`config.mk`:
```
export PLATFORM = sky130hd
export DESIGN_NAME = rtc_trim_core
export DESIGN_NICKNAME = d
export VERILOG_FILES = /design/src/rtl/rtc_trim_pkg.sv /design/src/rtl/rtc_trim_regs.sv /design/src/rtl/rtc_trim_prescaler.sv /design/src/rtl/rtc_trim_wrapcnt.sv /design/src/rtl/rtc_trim_timekeeper.sv /design/src/rtl/rtc_trim_core.sv
export SDC_FILE = /design/constraint.sdc
export NUM_CORES = 1
export LEC_CHECK = 0
export BUFFER_PORTS_ARGS = -buffer_cell sky130_fd_sc_hd__buf_2
export CORE_UTILIZATION = 54
export DETAILED_ROUTE_END_ITERATION = 8
export PLACE_DENSITY = 0.76
export SLEW_MARGIN = 15
export SYNTH_ARGS = -nofsm -noshare
export SYNTH_HDL_FRONTEND = slang
export SYNTH_SLANG_ARGS = --single-unit
export TNS_END_PERCENT = 20
```
`constraint.sdc`:
```
create_clock -name clk -period 2.8 [get_ports clk]
set_input_delay 0.14 -clock clk [delete_from_list [all_inputs] [get_ports clk]]
set_output_delay 0.14 -clock clk [all_outputs]
set_load 0.005 [all_outputs]
```
`src/rtl/rtc_trim_pkg.sv`:
```
package rtc_trim_pkg;
    localparam int COMP_W = 16;

    typedef enum logic [1:0] {
        REG_CTRL    = 2'd0,
        REG_TRIM_LO = 2'd1,
        REG_TRIM_HI = 2'd2,
        REG_NONE    = 2'd3
    } reg_addr_e;

    typedef struct packed {
        logic trim_en;
        logic run;
    } ctrl_t;
endpackage

```
`src/rtl/rtc_trim_regs.sv`:
```
module rtc_trim_regs
    import rtc_trim_pkg::*;
(
    input  logic              clk,
    input  logic              rst_n,
    input  logic              wr_en_i,
    input  logic [1:0]        addr_i,
    input  logic [7:0]        wdata_i,
    output logic [7:0]        rdata_o,
    output ctrl_t             ctrl_o,
    output logic [COMP_W-1:0] trim_o
);
    typedef struct packed {
        ctrl_t             ctrl;
        logic [7:0]        hold;
        logic [COMP_W-1:0] trim;
    } regs_t;

    regs_t r_d, r_q;

    always_comb begin
        r_d = r_q;
        if (wr_en_i) begin
            case (reg_addr_e'(addr_i))
                REG_CTRL:    r_d.ctrl = ctrl_t'(wdata_i[1:0]);
                REG_TRIM_LO: r_d.hold = wdata_i;
                REG_TRIM_HI: r_d.trim = COMP_W'({wdata_i, r_q.hold});
                default:     ;
            endcase
        end
    end

    always_comb begin
        case (reg_addr_e'(addr_i))
            REG_CTRL:    rdata_o = {6'b0, r_q.ctrl};
            REG_TRIM_LO: rdata_o = r_q.trim[7:0];
            REG_TRIM_HI: rdata_o = r_q.trim[15:8];
            default:     rdata_o = 8'h00;
        endcase
    end

    always_ff @(posedge clk or negedge rst_n) begin
        if (!rst_n) r_q <= '0;
        else        r_q <= r_d;
    end

    assign ctrl_o = r_q.ctrl;
    assign trim_o = r_q.trim;
endmodule

```
`src/rtl/rtc_trim_prescaler.sv`:
```
module rtc_trim_prescaler
    import rtc_trim_pkg::*;
#(
    parameter int TICKS_PER_SEC = 32768,
    parameter int CW            = 17
) (
    input  logic              clk,
    input  logic              rst_n,
    input  logic              tick_i,
    input  logic              run_i,
    input  logic              trim_en_i,
    input  logic [COMP_W-1:0] trim_i,
    input  logic              hour_next_i,
    output logic              sec_end_o,
    output logic [CW-1:0]     cnt_o,
    output logic [CW-1:0]     len_o
);
    localparam int SW = CW + 1;

    typedef struct packed {
        logic [CW-1:0] cnt;
        logic [CW-1:0] len;
    } pre_t;

    pre_t p_d, p_q;
    logic signed [SW-1:0] trim_s, len_s;
    logic [CW-1:0] trim_len;
    logic adv, last;

    always_comb begin
        trim_s = SW'($signed(trim_i));
        len_s  = SW'(TICKS_PER_SEC) - trim_s;
        if (len_s[SW-1] || (len_s == '0)) trim_len = CW'(1);
        else                              trim_len = len_s[CW-1:0];

        adv       = run_i && tick_i;
        last      = (p_q.cnt == (p_q.len - CW'(1)));
        sec_end_o = adv && last;

        p_d = p_q;
        if (adv) p_d.cnt = last ? '0 : (p_q.cnt + CW'(1));
        if (sec_end_o)
            p_d.len = (trim_en_i && hour_next_i) ? trim_len : CW'(TICKS_PER_SEC);
    end

    always_ff @(posedge clk or negedge rst_n) begin
        if (!rst_n) p_q <= '{cnt: '0, len: CW'(TICKS_PER_SEC)};
        else        p_q <= p_d;
    end

    assign cnt_o = p_q.cnt;
    assign len_o = p_q.len;
endmodule

```
`src/rtl/rtc_trim_wrapcnt.sv`:
```
module rtc_trim_wrapcnt #(
    parameter int MOD = 60,
    parameter int W   = 6
) (
    input  logic         clk,
    input  logic         rst_n,
    input  logic         step_i,
    output logic [W-1:0] val_o,
    output logic         wrap_o
);
    logic [W-1:0] val_d, val_q;
    logic at_top;

    always_comb begin
        at_top = (val_q == W'(MOD - 1));
        wrap_o = step_i && at_top;
        val_d  = val_q;
        if (step_i) val_d = at_top ? '0 : (val_q + W'(1));
    end

    always_ff @(posedge clk or negedge rst_n) begin
        if (!rst_n) val_q <= '0;
        else        val_q <= val_d;
    end

    assign val_o = val_q;
endmodule

```
`src/rtl/rtc_trim_timekeeper.sv`:
```
module rtc_trim_timekeeper #(
    parameter int SECS_PER_MIN  = 60,
    parameter int MINS_PER_HOUR = 60,
    parameter int HOURS_PER_DAY = 24,
    parameter int TW            = 6
) (
    input  logic          clk,
    input  logic          rst_n,
    input  logic          sec_end_i,
    output logic [TW-1:0] sec_o,
    output logic [TW-1:0] min_o,
    output logic [TW-1:0] hour_o,
    output logic          hour_next_o,
    output logic [3:0]    pulse_o
);
    localparam int NUNITS = 3;
    localparam int MODS [NUNITS] = '{SECS_PER_MIN, MINS_PER_HOUR, HOURS_PER_DAY};

    logic [TW-1:0]     val  [NUNITS];
    logic [NUNITS:0]   step;
    logic [NUNITS-1:0] wrap;
    logic [3:0]        pulse_d, pulse_q;

    assign step[0] = sec_end_i;

    for (genvar g = 0; g < NUNITS; g++) begin : g_unit
        rtc_trim_wrapcnt #(.MOD(MODS[g]), .W(TW)) i_cnt (
            .clk   (clk),
            .rst_n (rst_n),
            .step_i(step[g]),
            .val_o (val[g]),
            .wrap_o(wrap[g])
        );
        assign step[g+1] = wrap[g];
    end

    always_comb begin
        pulse_d     = {wrap, sec_end_i};
        hour_next_o = (val[0] == TW'(SECS_PER_MIN - 1)) &&
                      (val[1] == TW'(MINS_PER_HOUR - 1));
    end

    always_ff @(posedge clk or negedge rst_n) begin
        if (!rst_n) pulse_q <= '0;
        else        pulse_q <= pulse_d;
    end

    assign sec_o   = val[0];
    assign min_o   = val[1];
    assign hour_o  = val[2];
    assign pulse_o = pulse_q;
endmodule

```
`src/rtl/rtc_trim_core.sv`:
```
module rtc_trim_core
    import rtc_trim_pkg::*;
#(
    parameter int TICKS_PER_SEC = 32768,
    parameter int SECS_PER_MIN  = 60,
    parameter int MINS_PER_HOUR = 60,
    parameter int HOURS_PER_DAY = 24,
    parameter int TW = $clog2((SECS_PER_MIN > MINS_PER_HOUR)
        ? ((SECS_PER_MIN > HOURS_PER_DAY) ? SECS_PER_MIN : HOURS_PER_DAY)
        : ((MINS_PER_HOUR > HOURS_PER_DAY) ? MINS_PER_HOUR : HOURS_PER_DAY))
) (
    input  logic          clk,
    input  logic          rst_n,
    input  logic          tick_i,
    input  logic          wr_en_i,
    input  logic [1:0]    addr_i,
    input  logic [7:0]    wdata_i,
    output logic [7:0]    rdata_o,
    output logic [TW-1:0] sec_o,
    output logic [TW-1:0] min_o,
    output logic [TW-1:0] hour_o,
    output logic          sec_tick_o,
    output logic          min_tick_o,
    output logic          hour_tick_o,
    output logic          day_tick_o
);
    localparam int LEN_MAX = TICKS_PER_SEC + (2 ** (COMP_W - 1));
    localparam int CW      = $clog2(LEN_MAX + 1);

    ctrl_t             ctrl;
    logic [COMP_W-1:0] trim_val;
    logic              run_w, trim_en_w;
    logic              sec_end, hour_next;
    logic [CW-1:0]     tick_cnt, sec_len;
    logic [3:0]        pulses;

    assign run_w     = ctrl.run;
    assign trim_en_w = ctrl.trim_en;

    rtc_trim_regs i_regs (
        .clk    (clk),
        .rst_n  (rst_n),
        .wr_en_i(wr_en_i),
        .addr_i (addr_i),
        .wdata_i(wdata_i),
        .rdata_o(rdata_o),
        .ctrl_o (ctrl),
        .trim_o (trim_val)
    );

    rtc_trim_prescaler #(.TICKS_PER_SEC(TICKS_PER_SEC), .CW(CW)) i_pre (
        .clk        (clk),
        .rst_n      (rst_n),
        .tick_i     (tick_i),
        .run_i      (run_w),
        .trim_en_i  (trim_en_w),
        .trim_i     (trim_val),
        .hour_next_i(hour_next),
        .sec_end_o  (sec_end),
        .cnt_o      (tick_cnt),
        .len_o      (sec_len)
    );

    rtc_trim_timekeeper #(
        .SECS_PER_MIN (SECS_PER_MIN),
        .MINS_PER_HOUR(MINS_PER_HOUR),
        .HOURS_PER_DAY(HOURS_PER_DAY),
        .TW           (TW)
    ) i_time (
        .clk        (clk),
        .rst_n      (rst_n),
        .sec_end_i  (sec_end),
        .sec_o      (sec_o),
        .min_o      (min_o),
        .hour_o     (hour_o),
        .hour_next_o(hour_next),
        .pulse_o    (pulses)
    );

    assign sec_tick_o  = pulses[0];
    assign min_tick_o  = pulses[1];
    assign hour_tick_o = pulses[2];
    assign day_tick_o  = pulses[3];
endmodule

```
==> reports/results.tsv, run 1 <==
metric	value	unit
run status	complete, but fails checks	
failing checks	design-rule violations	
initial antenna violation count	0	
Post-Syn Instances	515	
share of cells above drive strength 1	31.9	%
met3 usage in global routing	4.08	%
Routed WL per cell	16.2	um
H-tree level count	3	
Max Slew Vio Count	0	
Synth Area per Inst	9.68	um2
hpwl dp	8.42	mm
Yosys reg bits	82	
met2 usage	42.5	%
Seq pwr share	45.9	%
synth warn	0	
DR vias	4239	
most numerous cell in the Yosys netlist	dfrtp_1	
Final setup viols	0	
routed wire length	11.6	mm
net switching fraction of the power	30.6	%
CP arrival	3.02	ns
startpoint types	flip-flop	
# nets final	627	
crit-path max FO	17	
Clock transition at path regs	0.09	ns
Post-synth EDFFs	0	
switching power	958	uW
synth top area cells	dfrtp_1, mux2_2, nor2_1, xor2_1, xnor2_1	
max_cap viols	0	
Diodes inserted	0	
CP cell instances	inv_2 -> ha_4 -> nor4b_4 -> and4b_2 -> mux2_4 -> o211ai_1 -> nand3_2 -> nor3_4 -> buf_12 -> mux2_1	
grt total ovfl	0	
Slowest cell on crit path	dfrtp_1	
Min Hold Slack	0.0228	ns
clock root cell	clkbuf_8	
cell family with most CP delay	simple AND/OR/NAND/NOR gates	
Die Wd	98.1	um
io pins	44	
Area Growth Syn to Fin	22.6	%
GRT Resource Usage Total	24.9	%
HP Class	input port to flip-flop	
Clock Latency Late Sink	0.36	ns
area leader, netlist	dfrtp_1	
Worst Skew	0.0137	ns
Hold Crit Start	wdata_i[7]	
number of vias per cell	5.89	
Synth Cell Area	4980	um2
CP required	3.03	ns
endpoints failing hold	0	
slowest stage delay, CP	0.44	ns
period utilisation layout	99.6	%
FF-to-FF Start	i_pre.len_o[0]	
TritonCTS Sinks	82	
met1 usage	31.4	%
async set-reset flop share out of synthesis	100	%
Worst Max-Slew Pin Slew	1.02	ns
placed cells	693	
CTS tree	yes	
Fillers	694	
Buffers & Inverters on Critical Path	2	
CORE AREA	8850	um2
pin count of the biggest net entering global routing	83	
share of the synthesized area in the top cell type	40.7	%
Die H	98.1	um
GP Congestion	0.895	
number of library cell types mapped by synthesis	60	
first drt pass iteration count	6	
top cells by count, synth	dfrtp_1, nor2_1, nand2_1	
Clock power frac	31.7	%
Top Usage Layer GRT	met2	
DR iter-0 viols	154	
start point of the critical path	i_pre.len_o[0]	
Max Fclk	359	MHz
site row count	34	
Power Dens Cells	512	nW/um2
Comb power frac	22.4	%
RSZ-0062 raised after global routing	true	
leak pwr	0.00274	uW
Clock Tree Buf Depth	2	
first-pass GRT wire length	19.2	mm
peak supply drop	366	uV
I/O Buffers	43	
ANT nets after route	0	
min cycle time layout	2.79	ns
Rel. slew slack	31.8	%
Cell Int Power	2170	uW
sequential fraction of the synthesis area	41.2	%
WS Path Type	flip-flop to flip-flop	
TritonCTS Buffers	9	
Initial Util	56.3	%
fin cells	720	
Die ar.	9620	um2
Syn Nets	535	
vias in the first global route	4075	
CP endpoint kind	flip-flop	
Post-synth top flop	dfrtp_1	
DRC	2	
-- metrics by stage --
| stage | TNS [ns] | total power, uW | cell area, um2 | util (%) | setup WS (ns) |
|---|---|---|---|---|---|
| 6_report | 0 | 3130 | 6110 | 69.1 | 0.0111 |
| 5_1_grt | -4.05 | 3270 | 6110 | 69.1 | -0.136 |
| 4_1_cts | -0.0235 | 3120 | 5950 | 67.3 | -0.00966 |
| 3_5_place_dp | -4.06 | 2120 | 5640 | 63.7 | -0.154 |
| 3_3_place_gp | -0.226 | 2090 | 5640 | 63.7 | -0.0485 |
| 2_1_floorplan | 0 | 1850 | 4990 | - | 0.00785 |
-- state kept, by name, indices dropped and copies added, names as in the netlist --
name,flops
i_pre.cnt_o,17
i_regs.r_q,8
i_regs.trim_o,16
i_regs.ctrl_o,2
i_time.g_unit.i_cnt.val_o,18
i_pre.len_o,17
i_time.pulse_o,4
-- cell families after synthesis --
family	Yosys count	synth area share [%]
simple gates	216	23.2
fa+ha+maj	6	1.51
flops	82	41.2
xor+xnor	44	7.73
mux	58	12.9
compound gates	66	9.74
buf+inv	43	3.82
-- area by class of cell --
class | instances | area [um2] | area share, %
multi-input combinational | 390 | 2900 | 47.4
timing repair buffer | 110 | 751 | 12.3
inverter | 14 | 52.6 | 0.860
clock buffer | 10 | 128 | 2.09
tap | 108 | 135 | 2.21
clock inverter | 6 | 97.6 | 1.60
sequential | 82 | 2050 | 33.6
-- final timing paths --
check | endpoint | slack [ns] | cells after the start
max | i_pre.len_o[11] | 0.01 | 10
min | i_regs.r_q[23] | 0.02 | 2
max reg2reg | i_pre.len_o[11] | 0.01 | 10
min reg2reg | i_regs.r_q[21] | 0.51 | 1
max in group asynchronous | i_pre.len_o[11] | 1.64 | 2
min in group asynchronous | i_time.g_unit[2].i_cnt.val_o[5] | 0.49 | 2
-- layer usage --
metal	part of all wire (%)	wire length [um]
met5	0	0
met4	1.9	225
met3	3.9	457
met2	50	5820
met1	44	5140
-- power by group through the flow --
stage | clock (uW) | combinational, uW | sequential (uW)
finish | 992 | 700 | 1430
global route | 1050 | 771 | 1450
CTS | 1010 | 684 | 1430
detailed placement | 0 | 667 | 1450
global placement | 0 | 647 | 1440
floorplan | 0 | 432 | 1420
-- cells in the final DEF, fill, tap and decap left out, types with 4 or more instances in the layout --
cell type  Yosys  routed
and3_1        10      10
nand3_1       17      15
nand3b_1       4       4
or3_1          5       5
nor2_1        59      59
nand4_1       10      10
o21ai_0       19      17
xor2_1        23      23
nand2_1       41      41
inv_1         14      12
nand2b_1       4       4
nor3_1        14      10
mux2i_1       10      10
buf_2          5      42
mux2_2        39      37
nand4b_1       7       7
ha_1           6       5
nor4_1         8       6
nor3b_1        7       6
a22o_1         7       7
dfrtp_1       81      81
nor2b_1        5       5
clkbuf_8       0       9
buf_4          2      62
or4_1          5       5
xnor2_1       21      21
nor3_2         0       4
mux2_1         9       8
o211ai_1       6       6
a21o_1         4       4
buf_6          2       4
o31ai_2        0       4
-- timing repair --
item / CTS / global route
endpoints found under the setup margin: 44 / 47
hold buffers: 1 / 0
buffers inserted: 4 / 6
hold endpoints to repair: 47 / 0
pin swaps: 6 / 16
gates resized for setup: 12 / 24
Note: power is estimated with default switching activity, not from simulation.
==> run 2: changes to the inputs <==
--- a/config.mk
+++ b/config.mk
@@ -6,9 +6,10 @@
 export NUM_CORES = 1
 export LEC_CHECK = 0
 export BUFFER_PORTS_ARGS = -buffer_cell sky130_fd_sc_hd__buf_2
-export CORE_UTILIZATION = 54
+export CORE_UTILIZATION = 56
+export CTS_BUF_LIST = sky130_fd_sc_hd__clkbuf_8
 export DETAILED_ROUTE_END_ITERATION = 8
-export PLACE_DENSITY = 0.76
+export PLACE_DENSITY = 0.79
 export SLEW_MARGIN = 15
 export SYNTH_ARGS = -nofsm -noshare
 export SYNTH_HDL_FRONTEND = slang
==> run 2 against run 1 <==
Against the previous run:
- combinational power is 2% higher
- core utilization rose by 2.4 points
- register-to-register slack lost 0.13 ns
- via count grew 2.8%
- the run ends with negative setup slack left
==> reports/results.tsv, run 2 (same netlist as run 1, synthesis figures left out) <==
metric	value	unit
Worst Skew	0.0124	ns
Min Hold Slack	0.0179	ns
Initial Util	57.4	%
clock root cell	clkbuf_8	
DRC	0	
RR Endpoint	i_pre.len_o[7]	
Max Fclk	343	MHz
DR iter-0 viols	209	
endpoints failing hold	0	
pre-CTS WS	-0.155	ns
first drt pass iteration count	5	
I/O Buffers	43	
Die ar.	9280	um2
FF-to-FF Start	i_pre.len_o[0]	
startpoint types	flip-flop	
Post-DP Area	5600	um2
CP arrival	3.16	ns
site row count	34	
CP required	3.04	ns
HP Class	input port to flip-flop	
period utilisation layout	104	%
ANT nets after route	0	
Worst Max-Slew Pin Slew	1.00	ns
DR vias	4357	
Clock Tree Buf Depth	2	
Max Slew Vio Count	0	
crit-path max FO	8	
number of vias per cell	6.04	
start point of the critical path	i_pre.len_o[0]	
Worst R2R Setup Slack	-0.11	ns
GRT Resource Usage Total	26.8	%
Clock Latency Late Sink	0.36	ns
max_cap viols	0	
most common cell after layout, fill and taps aside	dfrtp_1	
grt total ovfl	0	
Worst Reg-to-Reg Cells	8	
Setup crit end	i_pre.len_o[7]	
Area Growth Syn to Fin	24.5	%
Clock transition at path regs	0.09	ns
final worst slack	-0.115	ns
WS Path Type	flip-flop to flip-flop	
GP Congestion	0.931	
Routed WL per cell	17.2	um
Final Util	71.5	%
vias in the first global route	4147	
failing checks	negative setup slack	
Die Wd	96.3	um
Final setup viols	30	
# nets final	628	
share of cells above drive strength 1	33.9	%
io pins	44	
Die H	96.3	um
run status	complete, but fails checks	
leak pwr	0.00278	uW
TritonCTS Sinks	82	
RSZ-0062 raised after global routing	true	
pin count of the biggest net entering global routing	83	
hpwl dp	8.55	mm
first-pass GRT wire length	19.2	mm
most frequent cells in the layout	dfrtp_1, nor2_1, buf_4	
CTS tree	yes	
min cycle time layout	2.91	ns
H-tree level count	3	
peak supply drop	459	uV
CP endpoint kind	flip-flop	
CORE AREA	8680	um2
routed wire length	12.4	mm
Power Dens Cells	490	nW/um2
Diodes inserted	0	
initial antenna violation count	0	
total negative slack	-1.80	ns
TritonCTS Buffers	9	
final design instance area without fill	6200	um2
Rel. slew slack	33.1	%
max reg flops	18	
run 2: cell count changes in the layout (fill, tap and decap cells not counted), sizes merged:
| cell | delta |
|---|---|
| bufinv | -1 |
| clkinv | +1 |
| clkinvlp | +1 |
run 2: worst min-delay path by stage:
| stage | end | slack, ns | start | cells after the start |
|---|---|---|---|---|
| floorplan | i_pre.cnt_o[0] | -0.16 | rst_n | 0 |
| global placement | i_time.g_unit[2].i_cnt.val_o[4] | 0.37 | rst_n | 1 |
| detailed placement | i_time.g_unit[2].i_cnt.val_o[4] | 0.38 | rst_n | 1 |
| CTS | i_regs.r_q[19] | 0.009 | wdata_i[3] | 2 |
| global route | i_regs.trim_o[12] | 0.02 | wdata_i[4] | 2 |
| finish | i_regs.r_q[19] | 0.02 | wdata_i[3] | 2 |
run 2: report_power, final:
group | switching, uW | leakage, uW | internal [uW]
combinational | 364 | 0.00163 | 351
sequential | 132 | 0.00104 | 1300
clock | 469 | 0.000103 | 422
run 2: critical path: stages (launching register included):
cell       delay [ns]
dfrtp_1          0.44
or4_4            0.58
or3_1            0.36
nand4_1          0.13
and3_4           0.21
o2111ai_4        0.18
nor3_4           0.37
clkbuf_16        0.23
mux2_4           0.30
run 2: final cells by class:
class / count / area [um2]
inverters: 14 / 52.6
flip-flops and latches: 82 / 2050
fillers: 606 / 2470
clock inverters: 7 / 78.8
multi-input cells: 390 / 2950
repair buffers: 111 / 808
clock buffers: 9 / 124
well taps: 108 / 135
run 2: repair_timing:
| action | CTS | global route |
|---|---|---|
| gates cloned | 0 | 1 |
| endpoints found under the hold margin | 45 | 0 |
| setup buffers | 5 | 10 |
| hold buffers | 1 | 0 |
| setup endpoints to repair | 24 | 55 |
| resized for setup | 16 | 40 |
| pin swaps | 6 | 20 |
run 2: routing by layer:
layer	vias up	routed length (um)	GRT usage, %
met5	-	0	0
met4	0	409	12.1
met3	37	518	4.03
met2	156	6350	46.5
met1	2125	5100	32.9
li1	2039	-	-
run 2: through the flow:
step / cells / power [uW]
2_1_floorplan: 515 / 1850
3_3_place_gp: 688 / 2090
3_5_place_dp: 688 / 2130
4_1_cts: 710 / 3020
5_1_grt: 721 / 3180
6_report: 721 / 3040
==> run 3: changes to the inputs <==
--- a/config.mk
+++ b/config.mk
@@ -5,10 +5,10 @@
 export SDC_FILE = /design/constraint.sdc
 export NUM_CORES = 1
 export LEC_CHECK = 0
-export BUFFER_PORTS_ARGS = -buffer_cell sky130_fd_sc_hd__buf_2
-export CORE_UTILIZATION = 56
+export CORE_UTILIZATION = 60
 export CTS_BUF_LIST = sky130_fd_sc_hd__clkbuf_8
 export DETAILED_ROUTE_END_ITERATION = 8
+export DONT_BUFFER_PORTS = 1
 export PLACE_DENSITY = 0.79
 export SLEW_MARGIN = 15
 export SYNTH_ARGS = -nofsm -noshare
==> constraint.sdc (replaced) <==
create_clock -name clk -period 2.4 [get_ports clk]
set_input_delay 0.12 -clock clk [delete_from_list [all_inputs] [get_ports clk]]
set_output_delay 0.12 -clock clk [all_outputs]
set_load 0.005 [all_outputs]
==> run 3 against run 2 <==
Against the previous run:
- the run still ends with negative setup slack left
- die area shrank 6.5%
- worst hold slack better by 0.0096 ns
- wire length up 19%
- cell count is 0.83% higher
- combinational power up 36%
- total power is 28% higher
- maximum frequency shrank 2.0%
- first-iteration DRC count up 93%
- design area is 5.8% higher
- clock power is 40% higher
- sequential cell count is the same
- global-route usage increased by 6.5 points
- critical path type unchanged
- critical endpoint is now i_pre.len_o[4]
==> reports/results.tsv, run 3 (same netlist as run 1, synthesis figures left out) <==
metric	value	unit
run status	complete, but fails checks	
failing checks	negative setup slack	
Area Growth Syn to Fin	31.7	%
CORE AREA	7890	um2
share of cells above drive strength 1	36.0	%
met1 WL	5.57	mm
cell family with most CP delay	simple AND/OR/NAND/NOR gates	
Buffers & Inverters on Critical Path	4	
WS Path Type	flip-flop to flip-flop	
Sequential Area	2060	um2
fin cells	727	
most frequent cells in the layout	buf_4, dfrtp_1, nor2_1	
Fillers	411	
TritonCTS Sinks	82	
max_cap viols	0	
Die Wd	93.2	um
DR vias	4645	
Clock transition at path regs	0.09	ns
hpwl dp	8.90	mm
final worst slack	-0.573	ns
slowest stage delay, CP	0.45	ns
vias in the first global route	4658	
peak supply drop	461	uV
number of vias per cell	6.39	
Diodes inserted	0	
io pins	44	
CP arrival	3.25	ns
DR top layer	met4	
initial antenna violation count	0	
CP cell instances	inv_4 -> ha_4 -> nor4b_4 -> and4b_2 -> mux2_4 -> o211ai_1 -> nand3_2 -> nor3_4 -> buf_6 -> buf_16 -> buf_4 -> mux2i_1	
placed cells	682	
I/O Buffers	0	
Rel. slew slack	53.4	%
Power Dens Cells	591	nW/um2
HP Class	input port to flip-flop	
Worst R2R Setup Slack	-0.57	ns
GP Congestion	0.914	
Clock Latency Late Sink	0.37	ns
ANT nets after route	0	
CTS tree	yes	
most common cell after layout, fill and taps aside	buf_4	
Final setup viols	56	
max reg flops	18	
clock root cell	clkbuf_8	
routed wire length	14.7	mm
CP endpoint kind	flip-flop	
crit-path max FO	8	
met3 wire len	851	um
Worst Max-Slew Pin Slew	0.697	ns
DRC	0	
leak pwr	0.00289	uW
H-tree level count	3	
CP required	2.68	ns
Worst Skew	0.0166	ns
Post-DP Area	5760	um2
pin count of the biggest net entering global routing	83	
first drt pass iteration count	5	
period utilisation layout	124	%
Max Slew Vio Count	0	
Routed WL per cell	20.2	um
min cycle time layout	2.97	ns
Die H	93.2	um
Die ar.	8680	um2
TritonCTS Buffers	9	
met2 WL	7.52	mm
endpoints failing hold	0	
first-pass GRT wire length	22.2	mm
Max Fclk	336	MHz
site row count	32	
# nets final	640	
Final Util	83.2	%
DR iter-0 viols	404	
GRT Resource Usage Total	33.3	%
Initial Util	63.2	%
startpoint types	flip-flop	
RSZ-0062 raised after global routing	true	
Slowest cell on crit path	dfrtp_2	
area of the multi-input gates	3050	um2
grt total ovfl	0	
final design instance area without fill	6560	um2
Clock Tree Buf Depth	2	
## run 3: cell type report
cell class	instances	share of cell area [%]
multi-input combinational	390	46.5
sequential	82	31.3
timing repair buffer	123	15.7
tap	102	1.94
clock buffer	9	1.89
clock inverter	7	1.81
inverter	14	0.839
## run 3: worst paths after layout
| path | start | end | cells after the start |
|---|---|---|---|
| setup / recovery | i_pre.len_o[0] | i_pre.len_o[4] | 12 |
| hold / removal | addr_i[1] | i_regs.ctrl_o[0] | 2 |
| setup reg to reg | i_pre.len_o[0] | i_pre.len_o[4] | 12 |
| hold reg to reg | i_regs.r_q[21] | i_regs.r_q[21] | 1 |
| max in group asynchronous | rst_n | i_pre.len_o[15] | 2 |
| min in group asynchronous | rst_n | i_time.g_unit[2].i_cnt.val_o[2] | 2 |
## run 3: timing repair
item | 4_1_cts | 5_1_grt
endpoints found under the hold margin | 100 | 0
cloned | 1 | 1
gates resized for setup | 42 | 32
pin swaps | 21 | 11
buffers inserted | 12 | 6
endpoints found under the setup margin | 56 | 56
hold buffers | 10 | 0
## run 3: power breakdown
part	internal [uW]	switching (uW)	total, uW
Clock	691	555	1250
Sequential	1520	141	1660
Combinational	490	482	972
Total	2700	1180	3880
## run 3: metrics by stage
stage               TNS, ns  total power (uW)  hold WS (ns)  setup slack [ns]
floorplan             -8.63              2160        -0.176            -0.287
global placement     -13.77              2500        -0.174            -0.377
detailed placement   -17.22              2550        -0.174            -0.437
CTS                  -12.76              3840        0.0306            -0.351
global route         -28.22              4020        0.0370            -0.675
finish               -22.89              3880        0.0275            -0.573
## run 3: per-layer routing
layer,track usage (%),vias to the layer above
li1,-,2055
met1,38.8,2277
met2,57.6,246
met3,4.63,67
met4,20.8,0
met5,0,-
